$ cat src/rtl/rtcs_pkg.sv
package rtcs_pkg;
    localparam int WORD_W = 32;
    localparam int OFS_W  = WORD_W - 1;

    localparam logic [OFS_W-1:0] OFS_COUNT = 31'h2000_0000;
    localparam logic [OFS_W-1:0] OFS_SRAM0 = 31'h2000_0100;
    localparam logic [OFS_W-1:0] OFS_SNAP  = 31'h2040_0000;
    localparam logic [OFS_W-1:0] OFS_ONT   = 31'h2100_0000;
    localparam logic [OFS_W-1:0] OFS_OFFT  = 31'h2100_0100;
    localparam logic [OFS_W-1:0] OFS_STAT  = 31'h2100_0C00;
    localparam logic [OFS_W-1:0] OFS_ENA   = 31'h2100_0D00;
    localparam logic [OFS_W-1:0] OFS_SCR0  = 31'h2100_1000;
    localparam int               OFS_STEP  = 256;

    typedef enum logic [3:0] {
        SEL_NONE, SEL_COUNT, SEL_SNAP, SEL_SRAM, SEL_ONT,
        SEL_OFFT, SEL_STAT, SEL_ENA, SEL_SCR
    } sel_e;
endpackage

$ cat src/rtl/rtcs_link.sv
module rtcs_link
    import rtcs_pkg::*;
#(
    parameter int SYNC_N = 2
) (
    input  logic                clk,
    input  logic                rst_n,
    input  logic                sclk_i,
    input  logic                csn_i,
    input  logic                mosi_i,
    output logic                miso_o,
    output logic [OFS_W-1:0]    addr_o,
    output logic                rd_en_o,
    output logic                wr_en_o,
    output logic [WORD_W-1:0]   wdata_o,
    input  logic [WORD_W-1:0]   rdata_i
);
    localparam int FRAME = 2 * WORD_W;
    localparam int CNT_W = $clog2(FRAME);
    localparam logic [CNT_W-1:0] CMD_LAST  = CNT_W'(WORD_W - 1);
    localparam logic [CNT_W-1:0] DATA_LAST = CNT_W'(FRAME - 1);
    localparam logic [CNT_W-1:0] DATA_FIRST = CNT_W'(WORD_W);

    typedef struct packed {
        logic [SYNC_N:0]   sclk;
        logic [SYNC_N-1:0] csn;
        logic [SYNC_N-1:0] mosi;
        logic [CNT_W-1:0]  cnt;
        logic [WORD_W-1:0] sh;
        logic [WORD_W-1:0] cmd;
        logic [WORD_W-1:0] tx;
        logic              miso;
        logic              rd_en;
        logic              wr_en;
        logic [WORD_W-1:0] wdata;
    } link_t;

    link_t q, d;
    logic  rise, fall, csn_s, mosi_s;

    always_comb begin
        d       = q;
        d.rd_en = 1'b0;
        d.wr_en = 1'b0;
        d.sclk  = {q.sclk[SYNC_N-1:0], sclk_i};
        d.csn   = {q.csn[SYNC_N-2:0], csn_i};
        d.mosi  = {q.mosi[SYNC_N-2:0], mosi_i};
        rise    = q.sclk[SYNC_N-1] & ~q.sclk[SYNC_N];
        fall    = ~q.sclk[SYNC_N-1] & q.sclk[SYNC_N];
        csn_s   = q.csn[SYNC_N-1];
        mosi_s  = q.mosi[SYNC_N-1];
        if (csn_s) begin
            d.cnt  = '0;
            d.miso = 1'b0;
            d.tx   = '0;
        end else begin
            if (rise) begin
                d.sh  = {q.sh[WORD_W-2:0], mosi_s};
                d.cnt = q.cnt + 1'b1;
                if (q.cnt == CMD_LAST) begin
                    d.cmd   = {q.sh[WORD_W-2:0], mosi_s};
                    d.rd_en = ~q.sh[WORD_W-2];
                    d.tx    = '0;
                end
                if (q.cnt == DATA_LAST) begin
                    d.wr_en = q.cmd[WORD_W-1];
                    d.wdata = {q.sh[WORD_W-2:0], mosi_s};
                end
            end
            if (fall && q.cnt >= DATA_FIRST) begin
                d.miso = q.tx[WORD_W-1];
                d.tx   = {q.tx[WORD_W-2:0], 1'b0};
            end
            if (q.rd_en) begin
                d.tx = rdata_i;
            end
        end
    end

    always_ff @(posedge clk or negedge rst_n) begin
        if (!rst_n) begin
            q      <= '0;
            q.csn  <= '1;
        end else begin
            q <= d;
        end
    end

    assign miso_o  = q.miso;
    assign addr_o  = q.cmd[OFS_W-1:0];
    assign rd_en_o = q.rd_en;
    assign wr_en_o = q.wr_en;
    assign wdata_o = q.wdata;

    assert_rw_excl_R1: assert property (@(posedge clk) disable iff (!rst_n)
        $onehot0({q.rd_en, q.wr_en}));
    assert_wr_flag_R2: assert property (@(posedge clk) disable iff (!rst_n)
        q.wr_en |-> q.cmd[WORD_W-1]);
    assert_abort_R10: assert property (@(posedge clk) disable iff (!rst_n)
        q.csn[SYNC_N-1] |=> (q.cnt == '0 && !q.miso));
endmodule

$ cat src/rtl/rtcs_regs.sv
module rtcs_regs
    import rtcs_pkg::*;
#(
    parameter int         N_SRAM = 16,
    parameter int         N_SCR  = 4,
    parameter int         TMR_W  = 30,
    parameter logic [7:0] REV    = 8'h3C
) (
    input  logic               clk,
    input  logic               rst_n,
    input  logic               tick_i,
    input  logic [OFS_W-1:0]   addr_i,
    input  logic               rd_en_i,
    input  logic               wr_en_i,
    input  logic [WORD_W-1:0]  wdata_i,
    output logic [WORD_W-1:0]  rdata_o,
    output logic               sq_o
);
    localparam int SRAM_IW = $clog2(N_SRAM);
    localparam int SCR_IW  = $clog2(N_SCR);
    localparam int DET_B   = TMR_W;
    localparam int EN_B    = TMR_W + 1;
    localparam int EVON_B  = 16;
    localparam int EVOFF_B = 24;

    typedef struct packed {
        logic [WORD_W-1:0]             count;
        logic                          half;
        logic [WORD_W-1:0]             snap;
        logic [WORD_W-1:0]             ont;
        logic [WORD_W-1:0]             offt;
        logic                          ev_on;
        logic                          ev_off;
        logic [WORD_W-1:0]             ena;
        logic [N_SCR-1:0][WORD_W-1:0]  scr;
        logic [N_SRAM-1:0][WORD_W-1:0] sram;
    } regs_t;

    regs_t              q, d;
    sel_e               sel;
    logic [SRAM_IW-1:0] sram_idx;
    logic [SCR_IW-1:0]  scr_idx;
    logic               adv, wr_count;

    // offset decode
    always_comb begin
        sel      = SEL_NONE;
        sram_idx = '0;
        scr_idx  = '0;
        if (addr_i == OFS_COUNT) sel = SEL_COUNT;
        if (addr_i == OFS_SNAP)  sel = SEL_SNAP;
        if (addr_i == OFS_ONT)   sel = SEL_ONT;
        if (addr_i == OFS_OFFT)  sel = SEL_OFFT;
        if (addr_i == OFS_STAT)  sel = SEL_STAT;
        if (addr_i == OFS_ENA)   sel = SEL_ENA;
        for (int k = 0; k < N_SRAM; k++) begin
            if (addr_i == OFS_SRAM0 + OFS_W'(k * OFS_STEP)) begin
                sel      = SEL_SRAM;
                sram_idx = SRAM_IW'(k);
            end
        end
        for (int j = 0; j < N_SCR; j++) begin
            if (addr_i == OFS_SCR0 + OFS_W'(j * OFS_STEP)) begin
                sel     = SEL_SCR;
                scr_idx = SCR_IW'(j);
            end
        end
    end

    // read mux
    always_comb begin
        rdata_o = '0;
        case (sel)
            SEL_COUNT: rdata_o = q.count;
            SEL_SNAP:  rdata_o = q.snap;
            SEL_ONT:   rdata_o = q.ont;
            SEL_OFFT:  rdata_o = q.offt;
            SEL_ENA:   rdata_o = q.ena;
            SEL_SRAM:  rdata_o = q.sram[sram_idx];
            SEL_SCR:   rdata_o = q.scr[scr_idx];
            SEL_STAT: begin
                rdata_o[7:0]     = REV;
                rdata_o[EVON_B]  = q.ev_on;
                rdata_o[EVOFF_B] = q.ev_off;
            end
            default:   rdata_o = '0;
        endcase
    end

    // next state
    always_comb begin
        d        = q;
        adv      = tick_i & q.half;
        wr_count = wr_en_i && (sel == SEL_COUNT);
        if (tick_i) d.half = ~q.half;
        if (adv)    d.count = q.count + 1'b1;
        if (rd_en_i && sel == SEL_COUNT) d.snap = q.count;
        if (wr_en_i) begin
            case (sel)
                SEL_COUNT: d.count = wdata_i;
                SEL_ENA:   d.ena   = wdata_i;
                SEL_SRAM:  d.sram[sram_idx] = wdata_i;
                SEL_SCR:   d.scr[scr_idx]   = wdata_i;
                SEL_ONT: begin
                    d.ont        = wdata_i;
                    d.ont[DET_B] = q.ont[DET_B] & wdata_i[DET_B];
                end
                SEL_OFFT: begin
                    d.offt        = wdata_i;
                    d.offt[DET_B] = q.offt[DET_B] & wdata_i[DET_B];
                end
                SEL_STAT: begin
                    d.ev_on  = q.ev_on  & wdata_i[EVON_B];
                    d.ev_off = q.ev_off & wdata_i[EVOFF_B];
                end
                default: ;
            endcase
        end
        if (adv && !wr_count) begin
            if (d.ont[EN_B] && d.count[TMR_W-1:0] == d.ont[TMR_W-1:0]) begin
                d.ont[DET_B] = 1'b1;
                d.ev_on      = 1'b1;
            end
            if (d.offt[EN_B] && d.count[TMR_W-1:0] == d.offt[TMR_W-1:0]) begin
                d.offt[DET_B] = 1'b1;
                d.ev_off      = 1'b1;
            end
        end
    end

    always_ff @(posedge clk or negedge rst_n) begin
        if (!rst_n) q <= '0;
        else        q <= d;
    end

    assign sq_o = q.half;

    assert_count_step_R3: assert property (@(posedge clk) disable iff (!rst_n)
        (adv && !wr_count) |=> q.count == $past(q.count) + 1'b1);
    assert_sq_toggle_R4: assert property (@(posedge clk) disable iff (!rst_n)
        tick_i |=> sq_o != $past(sq_o));
    assert_snap_load_R5: assert property (@(posedge clk) disable iff (!rst_n)
        (rd_en_i && sel == SEL_COUNT) |=> q.snap == $past(q.count));
    assert_det_sticky_R7: assert property (@(posedge clk) disable iff (!rst_n)
        (q.ont[DET_B] && !(wr_en_i && sel == SEL_ONT)) |=> q.ont[DET_B]);
    assert_ev_with_det_R8: assert property (@(posedge clk) disable iff (!rst_n)
        $rose(q.offt[DET_B]) |-> q.ev_off);
endmodule

$ cat src/rtl/rtc_serial_slave.sv
module rtc_serial_slave
    import rtcs_pkg::*;
#(
    parameter int         N_SRAM = 16,
    parameter int         N_SCR  = 4,
    parameter int         TMR_W  = 30,
    parameter logic [7:0] REV    = 8'h3C
) (
    input  logic clk,
    input  logic rst_n,
    input  logic tick_i,
    input  logic sclk_i,
    input  logic csn_i,
    input  logic mosi_i,
    output logic miso_o,
    output logic sq_o
);
    logic [OFS_W-1:0]  addr;
    logic              rd_en, wr_en;
    logic [WORD_W-1:0] wdata, rdata;

    rtcs_link #(.SYNC_N(2)) u_link (
        .clk     (clk),
        .rst_n   (rst_n),
        .sclk_i  (sclk_i),
        .csn_i   (csn_i),
        .mosi_i  (mosi_i),
        .miso_o  (miso_o),
        .addr_o  (addr),
        .rd_en_o (rd_en),
        .wr_en_o (wr_en),
        .wdata_o (wdata),
        .rdata_i (rdata)
    );

    rtcs_regs #(
        .N_SRAM (N_SRAM),
        .N_SCR  (N_SCR),
        .TMR_W  (TMR_W),
        .REV    (REV)
    ) u_regs (
        .clk     (clk),
        .rst_n   (rst_n),
        .tick_i  (tick_i),
        .addr_i  (addr),
        .rd_en_i (rd_en),
        .wr_en_i (wr_en),
        .wdata_i (wdata),
        .rdata_o (rdata),
        .sq_o    (sq_o)
    );
endmodule

$ cat config.mk
export PLATFORM = sky130hd
export DESIGN_NAME = rtc_serial_slave
export DESIGN_NICKNAME = d
export VERILOG_FILES = /design/src/rtl/rtcs_pkg.sv /design/src/rtl/rtcs_link.sv /design/src/rtl/rtcs_regs.sv /design/src/rtl/rtc_serial_slave.sv
export SDC_FILE = /design/constraint.sdc
export NUM_CORES = 2
export LEC_CHECK = 0
export ABC_AREA = 1
export BUFFER_PORTS_ARGS = -buffer_cell sky130_fd_sc_hd__buf_2
export CAP_MARGIN = 20
export CORE_AREA = 2 2 300 302
export DETAILED_ROUTE_END_ITERATION = 6
export DIE_AREA = 0 0 302 304
export GPL_TIMING_DRIVEN = 0
export PLACE_DENSITY = 0.66
export REMOVE_ABC_BUFFERS = 1
export SLEW_MARGIN = 20
export SYNTH_ARGS = -nofsm -noshare
export SYNTH_HDL_FRONTEND = slang
export SYNTH_SLANG_ARGS = --single-unit
$ cat constraint.sdc
create_clock -name clk -period 4.56 [get_ports clk]
set_input_delay 0.228 -clock clk [delete_from_list [all_inputs] [get_ports clk]]
set_output_delay 0.228 -clock clk [all_outputs]
set_load 0.1 [all_outputs]
## Word level (Yosys, flattened, before mapping)

Cells that the tools add are included.
Widths: inputs -> output; s select.

| word-level totals | value |
|---|---|
| input port bits | 6 |
| logic and storage cells | 203 |
| register bits | 947 |
| output and inout port bits | 2 |

| operators by class | value |
|---|---|
| equal/unequal tests | 38 |
| multiplexer cells | 87 |
| magnitude comparators | 5 |
| reduce and logical (&&, ||, !) cells | 20 |
| bitwise gates (word level) | 12 |
| add/subtract/negate cells | 2 |

Operators by type and width:

| operator | number |
|---|---|
| $eq 31x30->1 const B | 26 |
| $mux 738 | 1 |
| $bwmux 512 | 1 |
| $mux 512 | 1 |
| $mux 32 | 11 |
| $mux 4 | 33 |
| $bmux 32 s4 | 1 |
| $bwmux 128 | 1 |
| $demux 32 s4 | 1 |
| $mux 128 | 1 |
| $mux 102 | 1 |
| $mux 33 | 3 |
| $pmux 7 s7 | 2 |
| $mux 34 | 2 |
| $bmux 32 s2 | 1 |
| $demux 32 s2 | 1 |
| $mux 64 | 1 |
| $pmux 8 s8 | 1 |
| $eq 30x30->1 | 2 |
| $pmux 8 s7 | 1 |
| $add 32x1->32 const B | 1 |
| $eq 4x3->1 const B | 4 |
| $pmux 1 s8 | 2 |
| $mux 2 | 6 |
| other kinds (22) | 59 |

## Depth between registers and ports, before layout

| depth | value |
|---|---|
| depth in word-level cells | 34 |
| depth in mapped cells | 24 |
| gate-level depth less buffers | 21 |

## Cells and area by module

A second synthesis with hierarchy kept.

| unflattened totals | value |
|---|---|
| cells, all modules | 6330 |
| area total of the unflattened synthesis | 48004.8 um^2 |

By module, submodules not included:

| module | seq. area each (um^2) | area each (um^2) | cells each | instances |
|---|---|---|---|---|
| rtcs_regs | 20094.3 | 41546.1 | 5650 | 1 |
| rtcs_link | 3580.9 | 6458.7 | 680 | 1 |

## Worst setup path after synthesis

OpenSTA, ideal clock, no wires.

| timing path | value |
|---|---|
| path kind | register to register |
| start | register u_regs.q (netlist bit u_regs.sq_o) |
| end | register u_regs.q[672] (netlist bit) |
| setup slack | 1.543 ns |
| buffers on the path | 0 |
| arrival | 2.941 ns |
| required time | 4.484 ns |
| clock period less this slack | 3.017 ns |
| cell stages (with the launch flop) | 19 |
| library setup time | 0.076 ns |
| cell sequence | dfrtp_1 > nand2_1 > inv_2 > nand2_1 > nor2_1 > nand2_1 > nor2_1 > nand2_1 > nor2_1 > nand2_1 > xor2_1 > nand2_1 > o21ai_0 > inv_1 > nand2_1 > nand4_1 > nor2_1 > nand3_1 > o21ai_1 |

RTL lines:

| item | RTL line | RTL |
|---|---|---|
| start: declaration | rtcs_regs.sv:39 | `regs_t q, d;` |
| start signal: assignment | rtcs_regs.sv:132 | `if (!rst_n) q <= '0;` |
| start signal: assignment | rtcs_regs.sv:133 | `else q <= d;` |

==> results_tabular.tex <==
\begin{tabular}{lr}
\hline
Metric & Value \\
\hline
\multicolumn{2}{l}{\textbf{Final layout}} \\
\quad Sequential cell area & about 24000 µm² \\
\quad Final instance count without filler cells & slightly below 7000 \\
\quad Share of post-route cells with drive strength above 1 & 0.0625 \\
\quad Total of fill cells in the finished design & a little over 8000 \\
\quad Area taken by multi-input logic gates & between 15000 and 20000 µm² \\
\quad Total number of nets in the final design & between 5000 and 6000 \\
\quad Relative area change from synthesis to final layout & 11.6\% \\
\quad Core occupancy in the finished layout & 0.563 \\
\multicolumn{2}{l}{\textbf{Timing}} \\
\quad Maximum achievable frequency & between 0.2 and 0.25 GHz \\
\quad Worst Clk Skew & about 24 ps \\
\quad Worst-case headroom to the max-slew limit & 0.206 \\
\quad Unrepaired setup endpoints after global routing & true \\
\quad TNS Setup & 0 ps \\
\quad Minimum clock period & 4550 ps \\
\quad Final number of hold-violating endpoints & 0 \\
\quad Slew Viols, Final & 0 \\
\quad Part of the cycle the worst path needs & 0.997 \\
\quad Slew of the pin with the lowest slew margin & about 1200 ps \\
\quad Setup violations, final & 0 \\
\quad Worst Hold Slack & between 70 and 80 ps \\
\multicolumn{2}{l}{\textbf{Worst setup path}} \\
\quad Total buffers and inverters traversed by the critical path & 1 \\
\quad Critical Path Source Type & flip-flop \\
\quad CP Data Arrival Time & 5120 ps \\
\quad Critical-path cell list & nor2\_2 -> nand2\_2 -> nor2\_8 -> nand3\_1 -> nor2\_2 -> nand2\_2 -> buf\_16 -> o21ai\_0 -> nand2\_1 -> a21oi\_1 -> nand4\_1 -> nor2\_1 -> nand3\_1 -> o21ai\_1 \\
\quad Critical Path RT & around 5100 ps \\
\quad Critical Path Sink Type & flip-flop \\
\quad Critical-path top delay cell & sky130\_fd\_sc\_hd\_\_nor2\_2 \\
\quad Cell family with most CP delay & simple AND/OR/NAND/NOR gates \\
\quad CP max FO & 22 \\
\quad Delay of the slowest cell on the worst path & approximately 900 ps \\
\quad Worst Path Class, Setup & flip-flop to flip-flop \\
\multicolumn{2}{l}{\textbf{Global routing}} \\
\quad First-pass GRT wire length & approximately 210000 µm \\
\quad Number of antenna violations at the first check in global routing & 2 \\
\quad Total global routing track utilization & 0.293 \\
\quad Global route total overflow & 0 \\
\quad Maximum number of pins on one net before global-route repair & 135 \\
\quad Via count of the first global-routing pass & approximately 36000 \\
\multicolumn{2}{l}{\textbf{Synthesis}} \\
\quad Cell with the most instances after synthesis & sky130\_fd\_sc\_hd\_\_nand2\_1 \\
\quad Fraction of synthesis flops using an asynchronous set or reset pin & 1.00 \\
\quad Most instantiated cells after synthesis & sky130\_fd\_sc\_hd\_\_nand2\_1, sky130\_fd\_sc\_hd\_\_dfrtp\_1, sky130\_fd\_sc\_hd\_\_o21ai\_0 \\
\quad Combined area of all synthesized cells & 44900 µm² \\
\quad Synth top area cells & sky130\_fd\_sc\_hd\_\_dfrtp\_1, sky130\_fd\_sc\_hd\_\_nand2\_1, sky130\_fd\_sc\_hd\_\_o21ai\_0 \\
\quad Sequential area share after synthesis & 0.527 \\
\quad Largest area contributor in the netlist & sky130\_fd\_sc\_hd\_\_dfrtp\_1 \\
\quad Yosys top cell area share & 0.526 \\
\quad Number of warning messages in the yosys log & 0 \\
\quad Syn Inst Count & 5675 \\
\quad Number of flops mapped to enable cells by yosys & 0 \\
\quad Synthesized area per cell & around 7.9 µm² \\
\quad Ys flop type & sky130\_fd\_sc\_hd\_\_dfrtp\_1 \\
\quad Number of distinct library cell variants in the gate-level netlist after synthesis & 50 \\
\quad Yosys reg bits & approximately 950 \\
\multicolumn{2}{l}{\textbf{Power and ir drop}} \\
\quad Pwr Density & 350 nW/µm² \\
\quad Total leakage power & roughly 24 nW \\
\quad Maximum ir drop on the vdd rail & about 0.28 mV \\
\multicolumn{2}{l}{\textbf{Outcome}} \\
\quad Run status & complete, no violations \\
\multicolumn{2}{l}{\textbf{Floorplan}} \\
\quad I/O pin count & 8 \\
\quad Core footprint & slightly below 90000 µm² \\
\quad Vertical die dimension & between 300 and 400 µm \\
\quad Effective utilization at floorplan & 0.505 \\
\quad Std cell rows & 110 \\
\quad Floorplan die width & 302 µm \\
\quad Area of the die & 91800 µm² \\
\multicolumn{2}{l}{\textbf{Drt}} \\
\quad Drt via density & around 5.5 \\
\quad Post-DRT Antenna Nets & 0 \\
\quad Detailed-route wire length & about 130000 µm \\
\quad Number of DRC markers after the initial detailed-route iteration & roughly 3900 \\
\quad Vias post-DR & about 37000 \\
\quad Drt first pass iters & 6 \\
\quad Final routed DRC violation total & 0 \\
\quad Per-cell routed wire length & 19.7 µm \\
\multicolumn{2}{l}{\textbf{Clocking}} \\
\quad CTS max path bufs & 3 \\
\quad TritonCTS clock tree & built \\
\quad Clock net sink count & roughly 950 \\
\quad Number of levels in the clock H-tree & 3 \\
\quad Clock Tree Root & sky130\_fd\_sc\_hd\_\_clkbuf\_16 \\
\quad Clock latency on the worst-skew pair & about 660 ps \\
\quad Clock transition at the register clock pins on the worst setup and hold paths after CTS & approximately 60 ps \\
\quad TritonCTS Buffers & slightly above 100 \\
\multicolumn{2}{l}{\textbf{Place}} \\
\quad Total placed cells including tap cells & approximately 6600 \\
\quad Routability Congestion & 0.942 \\
\quad Count of buffers from port buffering & 7 \\
\quad HPWL reported at the end of detailed placement & roughly 85000 µm \\
\multicolumn{2}{l}{\textbf{Job}} \\
\quad Maximum Capacitance Violations & 0 \\
\multicolumn{2}{l}{\textbf{Hold path}} \\
\quad Hold Crit Class & input port to async pin \\
\hline
\end{tabular}
worst paths after layout:
path / startpoint / to / slack, ps / cells past startpoint
worst max-delay path: u_link.addr_o[19] / u_regs.q[672] / 10 / 14
worst min-delay path: rst_n / async pin / 70 / 2
worst max register to register: u_link.addr_o[19] / u_regs.q[672] / 10 / 14
worst min register to register: u_link.d[142] / u_link.d[143] / 350 / 0
max in group asynchronous: rst_n / u_link.d[143] / 1960 / 6
min in group clk: csn_i / u_link.d[140] / 220 / 2
cell families (layout without fill, tap and decap cells):
kind of cell,Yosys count,count (layout),synth area share
fa+ha+maj,3,3,0.000835
flops,946,946,0.527
xor+xnor,41,41,0.00799
simple gates,2503,2504,0.234
buf+inv,943,852,0.0833
compound gates,1238,1238,0.147
other cells,0,1,0
mux,1,1,0.000251
placed cells by master, fill, tap and decap left out, drive strengths merged, types with 40 or more instances in the layout:
master,instances
a21oi,40
buf,86
clkbuf,147
dfrtp,944
inv,579
nand2,1725
nand3,145
nand3b,152
nor2,404
o211ai,43
o21ai,1023
o22ai,51
power by group:
group | internal, mW | switching [mW] | leakage [nW]
clock | 5.08 | 3.43 | 1.70
combinational | 0.129 | 0.394 | 8.73
sequential | 8.45 | 0.0563 | 13.1
through the flow:
step | setup WS [ps] | total power [mW] | cell area, µm²
after detailed placement | -861 | 9.18 | 46600
after global routing | -191 | 18.1 | 50200
after CTS | 28.2 | 17.6 | 50100
after global placement | -17830 | 9.16 | 44900
after floorplan | -2810 | 8.88 | 43400
final | 14.2 | 17.5 | 50200
repair_timing:
action	in CTS	in global routing
resized for setup	6	5
hold endpoints to repair	273	0
setup buffers	2	4
hold buffers	5	0
pin swaps	2	2
endpoints found under the setup margin	37	25
gates cloned	0	1
worst reg2reg max path, delay by kind of cell, from the launching register on:
family,cells,cell delay (ps)
AOI/OAI and AO/OA,3,520
DFF,1,390
and+or+nand+nor,10,3250
buffers and inverters,1,330
routing by layer:
metal | global-route usage | routed length, µm | share of wire
met1 | 0.419 | 58900 | 0.44
met2 | 0.460 | 60800 | 0.46
met3 | 0.0384 | 8970 | 0.067
met4 | 0.101 | 4550 | 0.034
met5 | 0 | 13 | 0.000098
area by class of cell:
class / count / share of cell area
flip-flops and latches: 946 / 0.472
multi-input cells: 3787 / 0.356
clock buffers: 147 / 0.0595
inverters: 580 / 0.0436
repair buffers: 91 / 0.0314
well taps: 1176 / 0.0293
clock inverters: 34 / 0.00858
diodes: 1 / 0.0000499
Power figures use the tool's default switching activity.
